<file path="config.mk">
export PLATFORM = sky130hd
export DESIGN_NAME = merge_miss_table
export DESIGN_NICKNAME = d
export VERILOG_FILES = /design/src/rtl/mmt_pkg.sv /design/src/rtl/mmt_match.sv /design/src/rtl/mmt_ready_fifo.sv /design/src/rtl/merge_miss_table.sv
export SDC_FILE = /design/constraint.sdc
export NUM_CORES = 1
export LEC_CHECK = 0
export BUFFER_PORTS_ARGS = -buffer_cell sky130_fd_sc_hd__buf_2
export CAP_MARGIN = 20
export CORE_MARGIN = 2
export CORE_UTILIZATION = 35
export DETAILED_ROUTE_END_ITERATION = 10
export GPL_TIMING_DRIVEN = 0
export PLACE_DENSITY = 0.56
export SYNTH_ARGS = -nofsm -noshare
export SYNTH_HDL_FRONTEND = slang
export SYNTH_HIERARCHICAL = 1
export SYNTH_SLANG_ARGS = --single-unit
</file>
<file path="constraint.sdc">
create_clock -name clk -period 6.3 [get_ports clk]
set_clock_uncertainty 0.2 [all_clocks]
set_input_delay 0.63 -clock clk [delete_from_list [all_inputs] [get_ports clk]]
set_output_delay 0.63 -clock clk [all_outputs]
set_load 0.02 [all_outputs]
</file>
<file path="src/rtl/mmt_pkg.sv">
package mmt_pkg;
    typedef enum logic [1:0] {
        CMD_IDLE,
        CMD_POP,
        CMD_MARK,
        CMD_ADD
    } mmt_cmd_e;
endpackage

</file>
<file path="src/rtl/mmt_match.sv">
module mmt_match #(
    parameter int ENTRIES = 4,
    parameter int ADDR_W  = 16,
    localparam int EW = (ENTRIES > 1) ? $clog2(ENTRIES) : 1
) (
    input  logic [ENTRIES-1:0]             vld_i,
    input  logic [ENTRIES-1:0][ADDR_W-1:0] tag_i,
    input  logic [ADDR_W-1:0]              key_i,
    output logic                           hit_o,
    output logic [EW-1:0]                  hit_idx_o,
    output logic                           free_o,
    output logic [EW-1:0]                  free_idx_o
);
    logic [ENTRIES-1:0] match;

    for (genvar g = 0; g < ENTRIES; g++) begin : g_cmp
        assign match[g] = vld_i[g] && (tag_i[g] == key_i);
    end

    always_comb begin
        hit_o      = 1'b0;
        hit_idx_o  = '0;
        free_o     = 1'b0;
        free_idx_o = '0;
        for (int i = ENTRIES - 1; i >= 0; i--) begin
            if (match[i]) begin
                hit_o     = 1'b1;
                hit_idx_o = EW'(i);
            end
            if (!vld_i[i]) begin
                free_o     = 1'b1;
                free_idx_o = EW'(i);
            end
        end
    end
endmodule

</file>
<file path="src/rtl/mmt_ready_fifo.sv">
module mmt_ready_fifo #(
    parameter int DEPTH = 4,
    parameter int W     = 2,
    localparam int PW = (DEPTH > 1) ? $clog2(DEPTH) : 1,
    localparam int NW = $clog2(DEPTH + 1)
) (
    input  logic         clk,
    input  logic         rst_n,
    input  logic         push_i,
    input  logic [W-1:0] push_data_i,
    input  logic         pop_i,
    output logic [W-1:0] head_o,
    output logic         nonempty_o
);
    logic [DEPTH-1:0][W-1:0] mem_q;
    logic [PW-1:0]           rd_q;
    logic [NW-1:0]           num_q;
    logic [PW:0]             wr_sum;
    logic [PW-1:0]           wr_ptr;

    always_comb begin
        wr_sum = {1'b0, rd_q} + (PW+1)'(num_q);
        if (wr_sum >= (PW+1)'(DEPTH)) wr_sum = wr_sum - (PW+1)'(DEPTH);
        wr_ptr = wr_sum[PW-1:0];
    end

    assign head_o     = mem_q[rd_q];
    assign nonempty_o = (num_q != '0);

    always_ff @(posedge clk or negedge rst_n) begin
        if (!rst_n) begin
            mem_q <= '0;
            rd_q  <= '0;
            num_q <= '0;
        end else begin
            if (push_i) mem_q[wr_ptr] <= push_data_i;
            if (pop_i) rd_q <= (rd_q == PW'(DEPTH - 1)) ? '0 : rd_q + 1'b1;
            unique case ({push_i, pop_i})
                2'b10:   num_q <= num_q + 1'b1;
                2'b01:   num_q <= num_q - 1'b1;
                default: num_q <= num_q;
            endcase
        end
    end

    a_r6_no_underflow: assert property (@(posedge clk) disable iff (!rst_n)
        pop_i |-> (num_q != '0));
    a_r5_no_overflow: assert property (@(posedge clk) disable iff (!rst_n)
        push_i |-> (num_q < NW'(DEPTH)));
endmodule

</file>
<file path="src/rtl/merge_miss_table.sv">
module merge_miss_table
    import mmt_pkg::*;
#(
    parameter int ENTRIES   = 4,
    parameter int MERGE_MAX = 3,
    parameter int ADDR_W    = 16,
    parameter int ID_W      = 8
) (
    input  logic              clk,
    input  logic              rst_n,
    input  logic [ADDR_W-1:0] lk_addr_i,
    output logic              lk_hit_o,
    output logic              lk_full_o,
    input  logic              add_i,
    input  logic [ADDR_W-1:0] add_addr_i,
    input  logic [ID_W-1:0]   add_id_i,
    input  logic              mark_i,
    input  logic [ADDR_W-1:0] mark_addr_i,
    output logic              ready_o,
    input  logic              pop_i,
    output logic [ID_W-1:0]   pop_id_o,
    output logic              err_o
);
    localparam int EW = (ENTRIES > 1) ? $clog2(ENTRIES) : 1;
    localparam int SW = (MERGE_MAX > 1) ? $clog2(MERGE_MAX) : 1;
    localparam int CW = $clog2(MERGE_MAX + 1);

    logic [ENTRIES-1:0]                            vld_q, rdy_q;
    logic [ENTRIES-1:0][ADDR_W-1:0]                tag_q;
    logic [ENTRIES-1:0][SW-1:0]                    hd_q;
    logic [ENTRIES-1:0][CW-1:0]                    cnt_q;
    logic [ENTRIES-1:0][MERGE_MAX-1:0][ID_W-1:0]   slot_q;

    mmt_cmd_e          cmd;
    logic              collide;
    logic [ADDR_W-1:0] cmd_key;
    logic              c_hit, c_free, p_hit, p_free;
    logic [EW-1:0]     c_idx, c_fidx, p_idx, p_fidx;
    logic [EW-1:0]     head_idx;
    logic              add_full, add_ok, mark_ok, pop_ok, pop_last, refuse;
    logic [SW:0]       tail_sum;
    logic [SW-1:0]     tail_ptr;

    // command decode: pop outranks mark, mark outranks add
    always_comb begin
        if (pop_i)       cmd = CMD_POP;
        else if (mark_i) cmd = CMD_MARK;
        else if (add_i)  cmd = CMD_ADD;
        else             cmd = CMD_IDLE;
        collide = (pop_i && (mark_i || add_i)) || (mark_i && add_i);
        cmd_key = mark_i ? mark_addr_i : add_addr_i;
    end

    mmt_match #(.ENTRIES(ENTRIES), .ADDR_W(ADDR_W)) u_cmd_match (
        .vld_i(vld_q), .tag_i(tag_q), .key_i(cmd_key),
        .hit_o(c_hit), .hit_idx_o(c_idx), .free_o(c_free), .free_idx_o(c_fidx)
    );

    mmt_match #(.ENTRIES(ENTRIES), .ADDR_W(ADDR_W)) u_lk_match (
        .vld_i(vld_q), .tag_i(tag_q), .key_i(lk_addr_i),
        .hit_o(p_hit), .hit_idx_o(p_idx), .free_o(p_free), .free_idx_o(p_fidx)
    );

    mmt_ready_fifo #(.DEPTH(ENTRIES), .W(EW)) u_ready_q (
        .clk(clk), .rst_n(rst_n),
        .push_i(mark_ok), .push_data_i(c_idx),
        .pop_i(pop_ok && pop_last),
        .head_o(head_idx), .nonempty_o(ready_o)
    );

    // outputs and acceptance
    always_comb begin
        lk_hit_o  = p_hit;
        lk_full_o = p_hit ? (cnt_q[p_idx] >= CW'(MERGE_MAX)) : !p_free;
        add_full  = c_hit ? (cnt_q[c_idx] >= CW'(MERGE_MAX)) : !c_free;
        pop_id_o  = slot_q[head_idx][hd_q[head_idx]];
        pop_last  = (cnt_q[head_idx] == CW'(1));
        add_ok    = 1'b0;
        mark_ok   = 1'b0;
        pop_ok    = 1'b0;
        refuse    = collide;
        unique case (cmd)
            CMD_POP: begin
                pop_ok = ready_o;
                if (!ready_o) refuse = 1'b1;
            end
            CMD_MARK: begin
                mark_ok = c_hit && !rdy_q[c_idx];
                if (!mark_ok) refuse = 1'b1;
            end
            CMD_ADD: begin
                add_ok = !add_full;
                if (add_full) refuse = 1'b1;
            end
            default: ;
        endcase
        tail_sum = {1'b0, hd_q[c_idx]} + (SW+1)'(cnt_q[c_idx]);
        if (tail_sum >= (SW+1)'(MERGE_MAX)) tail_sum = tail_sum - (SW+1)'(MERGE_MAX);
        tail_ptr = tail_sum[SW-1:0];
    end

    // table state register
    always_ff @(posedge clk or negedge rst_n) begin
        if (!rst_n) begin
            vld_q  <= '0;
            rdy_q  <= '0;
            tag_q  <= '0;
            hd_q   <= '0;
            cnt_q  <= '0;
            slot_q <= '0;
            err_o  <= 1'b0;
        end else begin
            err_o <= refuse;
            unique case (cmd)
                CMD_POP: if (pop_ok) begin
                    if (pop_last) begin
                        vld_q[head_idx] <= 1'b0;
                        rdy_q[head_idx] <= 1'b0;
                        cnt_q[head_idx] <= '0;
                        hd_q[head_idx]  <= '0;
                    end else begin
                        cnt_q[head_idx] <= cnt_q[head_idx] - 1'b1;
                        hd_q[head_idx]  <= (hd_q[head_idx] == SW'(MERGE_MAX - 1)) ?
                                           '0 : hd_q[head_idx] + 1'b1;
                    end
                end
                CMD_MARK: if (mark_ok) rdy_q[c_idx] <= 1'b1;
                CMD_ADD: if (add_ok) begin
                    if (c_hit) begin
                        slot_q[c_idx][tail_ptr] <= add_id_i;
                        cnt_q[c_idx]            <= cnt_q[c_idx] + 1'b1;
                    end else begin
                        vld_q[c_fidx]     <= 1'b1;
                        rdy_q[c_fidx]     <= 1'b0;
                        tag_q[c_fidx]     <= add_addr_i;
                        hd_q[c_fidx]      <= '0;
                        cnt_q[c_fidx]     <= CW'(1);
                        slot_q[c_fidx][0] <= add_id_i;
                    end
                end
                default: ;
            endcase
        end
    end

    // an accepted mark makes the ready queue non-empty
    a_r5_mark_then_ready: assert property (@(posedge clk) disable iff (!rst_n)
        mark_ok |=> ready_o);
    // a refused lone add leaves occupancy and counts untouched
    a_r8_refused_add_stable: assert property (@(posedge clk) disable iff (!rst_n)
        (cmd == CMD_ADD && add_full) |=> ($stable(vld_q) && $stable(cnt_q)));
    // the last pop of a block frees the entry it drained
    a_r7_last_pop_frees: assert property (@(posedge clk) disable iff (!rst_n)
        (pop_ok && pop_last) |=> !vld_q[$past(head_idx)]);
    // a command collision is always flagged
    a_r9_collide_flags: assert property (@(posedge clk) disable iff (!rst_n)
        collide |=> err_o);

    for (genvar g = 0; g < ENTRIES; g++) begin : g_chk
        // no entry ever holds more than the merge limit
        a_r3_cnt_bound: assert property (@(posedge clk) disable iff (!rst_n)
            cnt_q[g] <= CW'(MERGE_MAX));
        // a ready entry is always an occupied one
        a_r7_ready_in_use: assert property (@(posedge clk) disable iff (!rst_n)
            rdy_q[g] |-> vld_q[g]);
    end
endmodule

</file>
==> results of run 1 <==
-- through the flow --
stage / hold slack, ns / std cells / instance area (µm²) / util [%] / worst slack, ns
finish: -0.0217 / 1439 / 12800 / 40.8 / 0.134
global placement: 0.257 / 1400 / 12000 / 38.3 / -1.60
detailed placement: 0.257 / 1401 / 12100 / 38.4 / -1.68
floorplan: 0.134 / 927 / 11200 / - / 0.0709
global route: 0.0303 / 1439 / 12800 / 40.8 / -0.0436
CTS: 0.00299 / 1434 / 12700 / 40.5 / 0.00484
-- cells in the final DEF, fill, tap and decap left out, types with 14 or more instances in the layout --
cell / instances
dfrtp_1: 198
mux2_2: 157
xnor2_1: 98
buf_2: 81
nand2_1: 77
mux4_2: 35
xor2_1: 32
nor2_1: 29
nand4_1: 22
inv_1: 21
o21ai_0: 17
clkbuf_16: 17
o22ai_1: 14
a21oi_1: 14
-- metal layers --
metal / part of all wire (%) / up-vias
li1: - / 3538
met1: 47 / 3890
met2: 47 / 175
met3: 4.3 / 31
met4: 1.6 / 0
met5: 0 / -
-- flip-flops by register name, summed over array words and instances, names as in the netlist --
signal and flops:
hd_q 8, u_ready_q/mem_q 8, u_ready_q/num_q 3, u_ready_q/rd_q 2, tag_q 64, vld_q 4
err_o 1, cnt_q 8, rdy_q 4, slot_q 96
-- worst paths after layout --
kind / startpoint / end / slack [ns]
worst min register to register: u_ready_q/num_q[2] / u_ready_q/num_q[2] / 0.27
worst max register to register: tag_q[34] / slot_q[39] / 0.83
worst max-delay path: mark_i / slot_q[39] / 0.13
max in group asynchronous: rst_n / slot_q[56] / 4.88
worst min-delay path: rst_n / tag_q[54] / -0.02
min in group clk: add_addr_i[9] / tag_q[9] / 0.23
-- area by class of cell --
class | instances | share of cell area, %
flip-flops and latches | 198 | 38.6
multi-input cells | 669 | 47.2
clock buffers | 18 | 3.42
well taps | 402 | 3.92
clock inverters | 14 | 1.21
repair buffers | 78 | 3.51
inverters | 21 | 0.614
plain buffers | 39 | 1.60
-- repair_timing --
item / 4_1_cts / 5_1_grt
endpoints found under the hold margin: 0 / 0
pin swaps: 1 / 6
setup buffers: 1 / 5
setup endpoints to repair: 98 / 96
resized for setup: 15 / 13
-- power groups by stage --
stage	logic, µW	clock network, µW	registers (µW)
floorplan	1190	0	1860
global placement	1540	0	1930
detailed placement	1570	0	1940
CTS	1590	1150	1920
global route	1750	1200	1970
finish	1600	1120	1920
==> metrics.yaml, run 1 <==
routing:
  avgViaCountPerCell: 5.31
  drt_pre_antenna_iters: 5
  drt_wl_total_mm: 29.7
  first_iter_violations: 503
  drc: 0
  antenna_left: 0
  avgRoutedWirePerCell_um: 20.6
  vias: 7634
sta:
  maxSlewViolCount: 0
  fin_setup_tns_ns: 0
  setup_viol: 0
  timing.final.crit_share_pct: 97.9
  hold_viol_final: 5
  maxSlewHeadroom_pct: 38.2
  worst_slew_pin_slew_ns: 0.920
  grt_setup_unrepaired: "yes"
  whs_ns: -0.0217
  max_freq_mhz: 162
  min_period_ns: 6.17
power_and_ir_drop:
  max-vdd-ir-drop_mv: 0.165
  seqPwrFrac_pct: 41.4
  power_frac_comb_pct: 34.5
  p_sw_uw: 1680
  swShare_pct: 36.1
  clkPwrFrac_pct: 24.1
  p_int_uw: 2970
  p_total_uw: 4650
  powerDensity_mw_per_mm2: 362
  leakage_uw: 0.00556
grt:
  use_met2_pct: 29.6
  antenna_found_initial: 0
  grtUsageMet1_pct: 25.2
  busiest_layer: "met2"
  grt_pass1_vias: 7886
  grtUsageMet3_pct: 3.13
  track_usage_pct: 18.4
  grt_pass1_wl_mm: 46.5
  grt-ovfl-total: 0
  grt_max_degree: 115
setup_path:
  worst_path_max_delay_cell: "nor2_2"
  path_delay_family: "simple AND/OR/NAND/NOR gates"
  cpPeakStageDelay_ns: 0.49
  cp.arrival_ns: 6.30
  worstSetupPathType: "in2reg"
  path_buf_inv: 7
  reg2regPathDepth: 17
  path_max_fanout: 10
  cp-start-kind: "input pin"
  crit_chain: "buf_2, buf_8, buf_6, mux2_2, xor2_1, nor4_2, nand4_1, a2bb2o_2, nor2b_2, buf_4, buf_4, mux4_2, ha_1, inv_1, fa_1, inv_1, ha_1, or3_1, a21o_1, nor2_2, mux2_2"
  cp-end-kind: "register"
  path_depth: 21
  required_ns: 6.43
cts:
  numCtsBuffers: 17
  ctsHoldBuffers: 0
  h-tree-depth: 4
  cts-root-buf: "clkbuf_16"
  clkSlewWorstSetupHoldPaths_ns: 0.08
  max-clock-path-buffers: 2
  cts_sinks: 198
  clk_latency_ns: 0.45
  cts_tree: "done"
run_status:
  violations: "hold timing"
  status: "finished, violations left"
cells_and_area:
  fill_cells: 3003
  diodes: 0
  multi_input_area_mm2: 0.00606
  nets: 1094
  area_growth_pct: 14.9
  regArea_mm2: 0.00495
  drive_gt1_share_pct: 35.3
die:
  die_y_um: 183
  die_area_mm2: 0.0334
  initial_core_util_pct: 35.5
  core_area_mm2: 0.0315
  ioPinCount: 73
  num_rows: 65
  fp.dieW_um: 183
flow_run:
  cap_viol_max_count: 0
place:
  io_buffers: 71
  gp_congestion: 0.923
  dp_hpwl_mm: 21.5
synthesis:
  syn_area_per_cell_um2: 12.1
  synthesis.area_mm2: 0.0112
  syn-num-nets: 997
  postSynthCellCount: 927
  yosys_warnings: 6
min_path:
  hp-class: "in2async"
Note: power is estimated with default switching activity, not from simulation.
==> run 2: changes to the inputs <==
- HOLD_SLACK_MARGIN: default -> 0.03
- REMOVE_ABC_BUFFERS: default -> 1
==> metrics.yaml, run 2 (synthesis results as in run 1) <==
run_status:
  status: "completed"  # was finished, violations left
place:
  gp_congestion: 0.883  # was 0.923
  dp_hpwl_mm: 19.6  # was 21.5 mm
  io_buffers: 72  # was 71
  placed_area_mm2: 0.0120  # was 0.0121 mm²
  dp_slack_ns: -0.928  # was -1.68 ns
setup_path:
  cpPeakStageDelay_ns: 0.58  # was 0.49 ns
  required_ns: 6.43  # about the same
  worstSetupPathType: "in2reg"  # unchanged
  worst_path_max_delay_cell: "or3_1"  # was nor2_2
  reg2regPathDepth: 16  # was 17
  path_buf_inv: 4  # was 7
  crit_chain: "buf_4, mux2_2, xnor2_1, nand4_1, nor4_1, nand2_1, a32oi_4, buf_8, mux4_2, ha_1, inv_1, fa_1, inv_1, ha_1, or3_1, a21o_1, or3_1, mux2_4"  # was buf_2, buf_8, buf_6, mux2_2, xor2_1, nor4_2, nand4_1, a2bb2o_2, nor2b_2, buf_4, buf_4, mux4_2, ha_1, inv_1, fa_1, inv_1, ha_1, or3_1, a21o_1, nor2_2, mux2_2
  cp-endpoint: "slot_q[11]"  # was slot_q[39]
  cp-start-kind: "input pin"  # unchanged
  path_delay_family: "simple AND/OR/NAND/NOR gates"  # unchanged
  cp.arrival_ns: 6.10  # was 6.30 ns
  r2r_start: "tag_q[27]"  # was tag_q[34]
  r2r-end: "slot_q[11]"  # was slot_q[39]
  cp-end-kind: "register"  # unchanged
  critPathLaunch: "mark_i"  # unchanged
  path_depth: 18  # was 21
  regToRegSetupSlack_ns: 0.88  # was 0.83 ns
  path_max_fanout: 23  # was 10
grt:
  grt-ovfl-total: 0  # unchanged
  track_usage_pct: 17.5  # was 18.4%
  grt_pass1_wl_mm: 44.7  # was 46.5 mm
  grt_pass1_vias: 7741  # was 7886
  grt_max_degree: 121  # was 115
  antenna_found_initial: 1  # was 0
sta:
  hold_viol_final: 0  # was 5
  min_period_ns: 5.97  # was 6.17 ns
  maxSlewViolCount: 0  # unchanged
  max_freq_mhz: 168  # was 162 MHz
  maxSlewHeadroom_pct: 30.6  # was 38.2%
  timing.final.crit_share_pct: 94.8  # was 97.9%
  setup_viol: 0  # unchanged
  grt_setup_unrepaired: "no"  # was yes
  setup_ws_ns: 0.331  # was 0.134 ns
  worst_slew_pin_slew_ns: 1.04  # was 0.920 ns
cts:
  clkSlewWorstSetupHoldPaths_ns: 0.08  # about the same
  cts-root-buf: "clkbuf_16"  # unchanged
  max-clock-path-buffers: 2  # unchanged
  clk_latency_ns: 0.45  # about the same
  cts_sinks: 198  # unchanged
  h-tree-depth: 4  # unchanged
  cts_tree: "done"  # unchanged
  numCtsBuffers: 17  # unchanged
die:
  initial_core_util_pct: 35.5  # unchanged
  ioPinCount: 73  # unchanged
  die_area_mm2: 0.0334  # unchanged
  fp.dieW_um: 183  # unchanged
  num_rows: 65  # unchanged
  core_area_mm2: 0.0315  # unchanged
  die_y_um: 183  # unchanged
power_and_ir_drop:
  p_sw_uw: 1650  # was 1680 µW
  p_int_uw: 2940  # was 2970 µW
  powerDensity_mw_per_mm2: 363  # was 362 mW/mm²
  p_total_uw: 4590  # was 4650 µW
  clkPwrFrac_pct: 23.8  # was 24.1%
  seqPwrFrac_pct: 41.6  # was 41.4%
  power_frac_comb_pct: 34.5  # about the same
  max-vdd-ir-drop_mv: 0.197  # was 0.165 mV
  leakage_uw: 0.00542  # was 0.00556 µW
  swShare_pct: 36.0  # was 36.1%
cells_and_area:
  final_common_cell: "dfrtp_1"  # unchanged
  layout_common_cells: "dfrtp_1 (198), mux2_2 (158), xnor2_1 (99), nand2_1 (77), buf_2 (70)"  # was dfrtp_1 (198), mux2_2 (157), xnor2_1 (98), buf_2 (81), nand2_1 (77)
  final_util_pct: 40.2  # was 40.8%
  area_growth_pct: 13.2  # was 14.9%
  post-route-cell-area_mm2: 0.0127  # was 0.0128 mm²
  diodes: 0  # unchanged
  regArea_mm2: 0.00495  # unchanged
  reg.largest.list: "slot_q: 96 flops, tag_q: 64 flops"  # unchanged
  multi_input_area_mm2: 0.00604  # was 0.00606 mm²
  fill_cells: 3002  # was 3003
  nets: 1058  # was 1094
  largest_reg_flops: 96  # unchanged
  drive_gt1_share_pct: 34.4  # was 35.3%
  largest-register: "slot_q"  # unchanged
routing:
  avgRoutedWirePerCell_um: 20.1  # was 20.6 µm
  first_iter_violations: 509  # was 503
  antenna_left: 0  # unchanged
  drt_pre_antenna_iters: 6  # was 5
  drc: 0  # unchanged
  avgViaCountPerCell: 5.36  # was 5.31
  drt_wl_total_mm: 28.2  # was 29.7 mm
  vias: 7514  # was 7634
min_path:
  hold_depth: 3
  worstHoldStart: "add_addr_i[5]"
  hp-class: "in2reg"  # was in2async
flow_run:
  cap_viol_max_count: 0  # unchanged
-- run 2: cell count changes in the layout (fill, tap and decap cells not counted), moves of 3 or more --
| cell | previous run | this run |
|---|---|---|
| buf_1 | 9 | 0 |
| buf_2 | 81 | 70 |
| buf_4 | 8 | 3 |
| buf_6 | 3 | 0 |
| clkbuf_1 | 12 | 1 |
| nor4_1 | 7 | 10 |
-- run 2: per-stage QoR --
step / hold WS, ns / instances / setup TNS, ns
global placement: 0.256 / 1362 / -185.81
CTS: 0.226 / 1402 / 0
global route: 0.243 / 1403 / 0
finish: 0.237 / 1403 / 0
floorplan: 0.134 / 888 / 0
detailed placement: 0.259 / 1367 / -74.30
-- run 2: what timing repair did --
action,in CTS,in global routing
hold buffers,1,0
pin swaps,1,0
endpoints found under the hold margin,78,0
cloned,0,1
endpoints found under the setup margin,96,7
setup buffers,2,0
resized for setup,6,0
-- run 2: worst min path at each step --
stage                         end  slack, ns
5_1_grt                  tag_q[6]       0.24
6_report                 tag_q[5]       0.24
2_1_floorplan            cnt_q[0]       0.13
3_3_place_gp   u_ready_q/num_q[2]       0.26
3_5_place_dp   u_ready_q/num_q[2]       0.26
4_1_cts                  tag_q[5]       0.23
-- run 2: layout make-up --
type	instances	area share, %
Tap cell	402	3.98
Sequential cell	198	39.2
Clock buffer	18	3.39
Timing Repair Buffer	80	3.98
Clock inverter	14	1.15
Inverter	21	0.623
Multi-Input combinational cell	670	47.7
-- run 2: worst min-delay path: cells and delay by family --
family / cells / cell delay [ns]
buffers and inverters: 1 / 0.12
AND/OR/NAND/NOR: 2 / 0.10
-- run 2: metal layers --
layer  vias to the layer above  wire length (µm)  GRT usage [%]
met4                         2               340           4.16
li1                       3472                 -              -
met5                         -                 7              0
met3                        25               917           2.79
met2                       142             14000           30.0
met1                      3873             13000           23.3
-- run 2: power groups by stage --
stage,logic (µW),clock network (µW),registers [µW]
floorplan,1180,0,1860
global placement,1540,0,1920
detailed placement,1580,0,1940
CTS,1600,1130,1910
global route,1730,1170,1970
finish,1590,1100,1910
==> run 3: changes to the inputs <==
- ABC_AREA: default -> 1
- CAP_MARGIN: 20 -> 30
==> metrics.yaml, run 3 <==
run_status:
  status: "completed"  # unchanged
cts:
  h-tree-depth: 4  # unchanged
  cts-root-buf: "clkbuf_16"  # unchanged
  max-clock-path-buffers: 2  # unchanged
  clkSlewWorstSetupHoldPaths_ns: 0.09  # was 0.08 ns
  numCtsBuffers: 17  # unchanged
  cts_tree: "done"  # unchanged
  clk_latency_ns: 0.47  # was 0.45 ns
  cts_sinks: 198  # unchanged
setup_path:
  cp-start-kind: "input pin"  # unchanged
  cp.arrival_ns: 6.07  # was 6.10 ns
  worst_path_max_delay_cell: "fa_1"  # was or3_1
  cpPeakStageDelay_ns: 0.59  # was 0.58 ns
  required_ns: 6.46  # was 6.43 ns
  regToRegSetupSlack_ns: 0.95  # was 0.88 ns
  path_max_fanout: 35  # was 23
  worstSetupPathType: "in2reg"  # unchanged
  cpMostUsedCell: "nand2_1"
  cp-end-kind: "register"  # unchanged
place:
  placed_area_mm2: 0.0127  # was 0.0120 mm²
  dp_hpwl_mm: 27.2  # was 19.6 mm
  io_buffers: 72  # unchanged
  gp_congestion: 0.938  # was 0.883
routing:
  avgViaCountPerCell: 5.16  # was 5.36
  avgRoutedWirePerCell_um: 17.0  # was 20.1 µm
  drc: 0  # unchanged
  antenna_left: 0  # unchanged
  vias: 11296  # was 7514
  drt_pre_antenna_iters: 5  # was 6
  drt_wl_total_mm: 37.3  # was 28.2 mm
  first_iter_violations: 941  # was 509
synthesis:
  synthesis.area_mm2: 0.0119  # was 0.0112 mm²
  yosys_warnings: 6  # unchanged
  syn_area_per_cell_um2: 7.09  # was 12.1 µm²
  postSynthCellCount: 1673  # was 927
flow_run:
  cap_viol_max_count: 0  # unchanged
grt:
  grt-ovfl-total: 0  # unchanged
  grtUsageMet1_pct: 30.1  # was 23.3%
  busiest_layer: "met2"  # unchanged
  grt_pass1_wl_mm: 59.6  # was 44.7 mm
  grtUsageMet3_pct: 3.20  # was 2.79%
  grt_max_degree: 98  # was 121
  use_met2_pct: 33.8  # was 30.0%
  track_usage_pct: 21.6  # was 17.5%
  grt_pass1_vias: 10645  # was 7741
  antenna_found_initial: 0  # was 1
power_and_ir_drop:
  p_total_uw: 5530  # was 4590 µW
  powerDensity_mw_per_mm2: 412  # was 363 mW/mm²
  seqPwrFrac_pct: 34.8  # was 41.6%
  swShare_pct: 47.8  # was 36.0%
  power_frac_comb_pct: 44.2  # was 34.5%
  clkPwrFrac_pct: 21.0  # was 23.8%
  p_sw_uw: 2640  # was 1650 µW
  p_int_uw: 2880  # was 2940 µW
  leakage_uw: 0.00664  # was 0.00542 µW
  max-vdd-ir-drop_mv: 0.268  # was 0.197 mV
sta:
  hold_viol_final: 0  # unchanged
  maxSlewViolCount: 0  # unchanged
  worst_slew_pin_slew_ns: 1.02  # was 1.04 ns
  min_period_ns: 5.92  # was 5.97 ns
  grt_setup_unrepaired: "no"  # unchanged
  max_freq_mhz: 169  # was 168 MHz
  setup_viol: 0  # unchanged
  fin_setup_tns_ns: 0  # unchanged
  timing.final.crit_share_pct: 93.9  # was 94.8%
  maxSlewHeadroom_pct: 31.9  # was 30.6%
cells_and_area:
  largest-register: "slot_q"  # unchanged
  layout_common_cells: "nand2_1 (593), dfrtp_1 (198), o21ai_0 (168), inv_1 (148), nand3_1 (140)"  # was dfrtp_1 (198), mux2_2 (158), xnor2_1 (99), nand2_1 (77), buf_2 (70)
  diodes: 0  # unchanged
  largest_reg_flops: 96  # unchanged
  drive_gt1_share_pct: 10.7  # was 34.4%
  final_common_cell: "nand2_1"  # was dfrtp_1
  fill_cells: 3516  # was 3002
  nets: 1798  # was 1058
  reg.largest.list: "slot_q: 96 flops, tag_q: 64 flops"  # unchanged
  post-route-cell-area_mm2: 0.0134  # was 0.0127 mm²
  area_growth_pct: 13.1  # was 13.2%
  final_util_pct: 40.1  # was 40.2%
die:
  die_y_um: 188  # was 183 µm
  initial_core_util_pct: 35.4  # was 35.5%
  num_rows: 67  # was 65
  fp.dieW_um: 188  # was 183 µm
  die_area_mm2: 0.0354  # was 0.0334 mm²
  ioPinCount: 73  # unchanged
  core_area_mm2: 0.0334  # was 0.0315 mm²
min_path:
  hp-class: "in2reg"  # unchanged
-- run 3: changes by cell type in the layout (fill, tap and decap cells not counted), moves of 22 or more --
cell,delta
mux2_2,-158
a22oi_1,+30
o21ai_0,+151
inv_1,+127
nand2_1,+516
o21ai_1,+65
nand3_1,+128
inv_2,+22
xnor2_1,-96
mux4_2,-35
nor2_1,+59
-- run 3: worst max-delay path, delay by kind of cell --
family                   cells  cell delay, ns
AND/OR/NAND/NOR             15            2.52
buffers and inverters        6            1.12
AO/OA/AOI/OAI                6            0.99
adder cells (fa/ha/maj)      2            0.81
-- run 3: per-layer routing --
layer,part of all wire [%],wire [µm]
met1,47,17400
met2,45,16600
met3,5.8,2160
met4,2.9,1100
met5,0,0
-- run 3: power by group through the flow --
stage | Combinational, µW | Sequential [µW] | Clock [µW]
4_1_cts | 2410 | 1920 | 1190
5_1_grt | 2720 | 1970 | 1240
2_1_floorplan | 1620 | 1830 | 0
3_3_place_gp | 2310 | 1930 | 0
3_5_place_dp | 2410 | 1930 | 0
6_report | 2440 | 1920 | 1160
-- run 3: final timing paths --
kind	startpoint	end	depth (start not counted)
worst min register to register	u_ready_q/mem_q[3]	u_ready_q/mem_q[3]	2
min in group asynchronous	rst_n	tag_q[20]	2
worst min-delay path	add_id_i[2]	slot_q[26]	3
worst max register to register	vld_q[1]	slot_q[4]	24
worst max-delay path	mark_i	slot_q[4]	29
max in group asynchronous	rst_n	slot_q[7]	4
-- run 3: through the flow --
step	setup slack [ns]	instances	hold slack, ns
floorplan	1.30	1627	0.134
global placement	-0.764	2147	0.253
detailed placement	-0.793	2156	0.254
CTS	0.154	2189	0.239
global route	0.0117	2189	0.248
finish	0.384	2189	0.256
-- run 3: what timing repair did --
item | 4_1_cts | 5_1_grt
resized for setup | 3 | 10
buffers inserted | 0 | 0
hold endpoints to repair | 34 | 0
hold buffers | 1 | 0
pin swaps | 0 | 0
setup endpoints to repair | 96 | 96
-- run 3: final cells by class --
type	count	area (µm²)	area share [%]
Multi-Input combinational cell	1259	6040	45.0
Timing Repair Buffer	82	581	4.33
Clock inverter	15	213	1.59
Sequential cell	198	4950	37.0
Tap cell	448	561	4.18
Inverter	170	638	4.76
Clock buffer	17	425	3.17
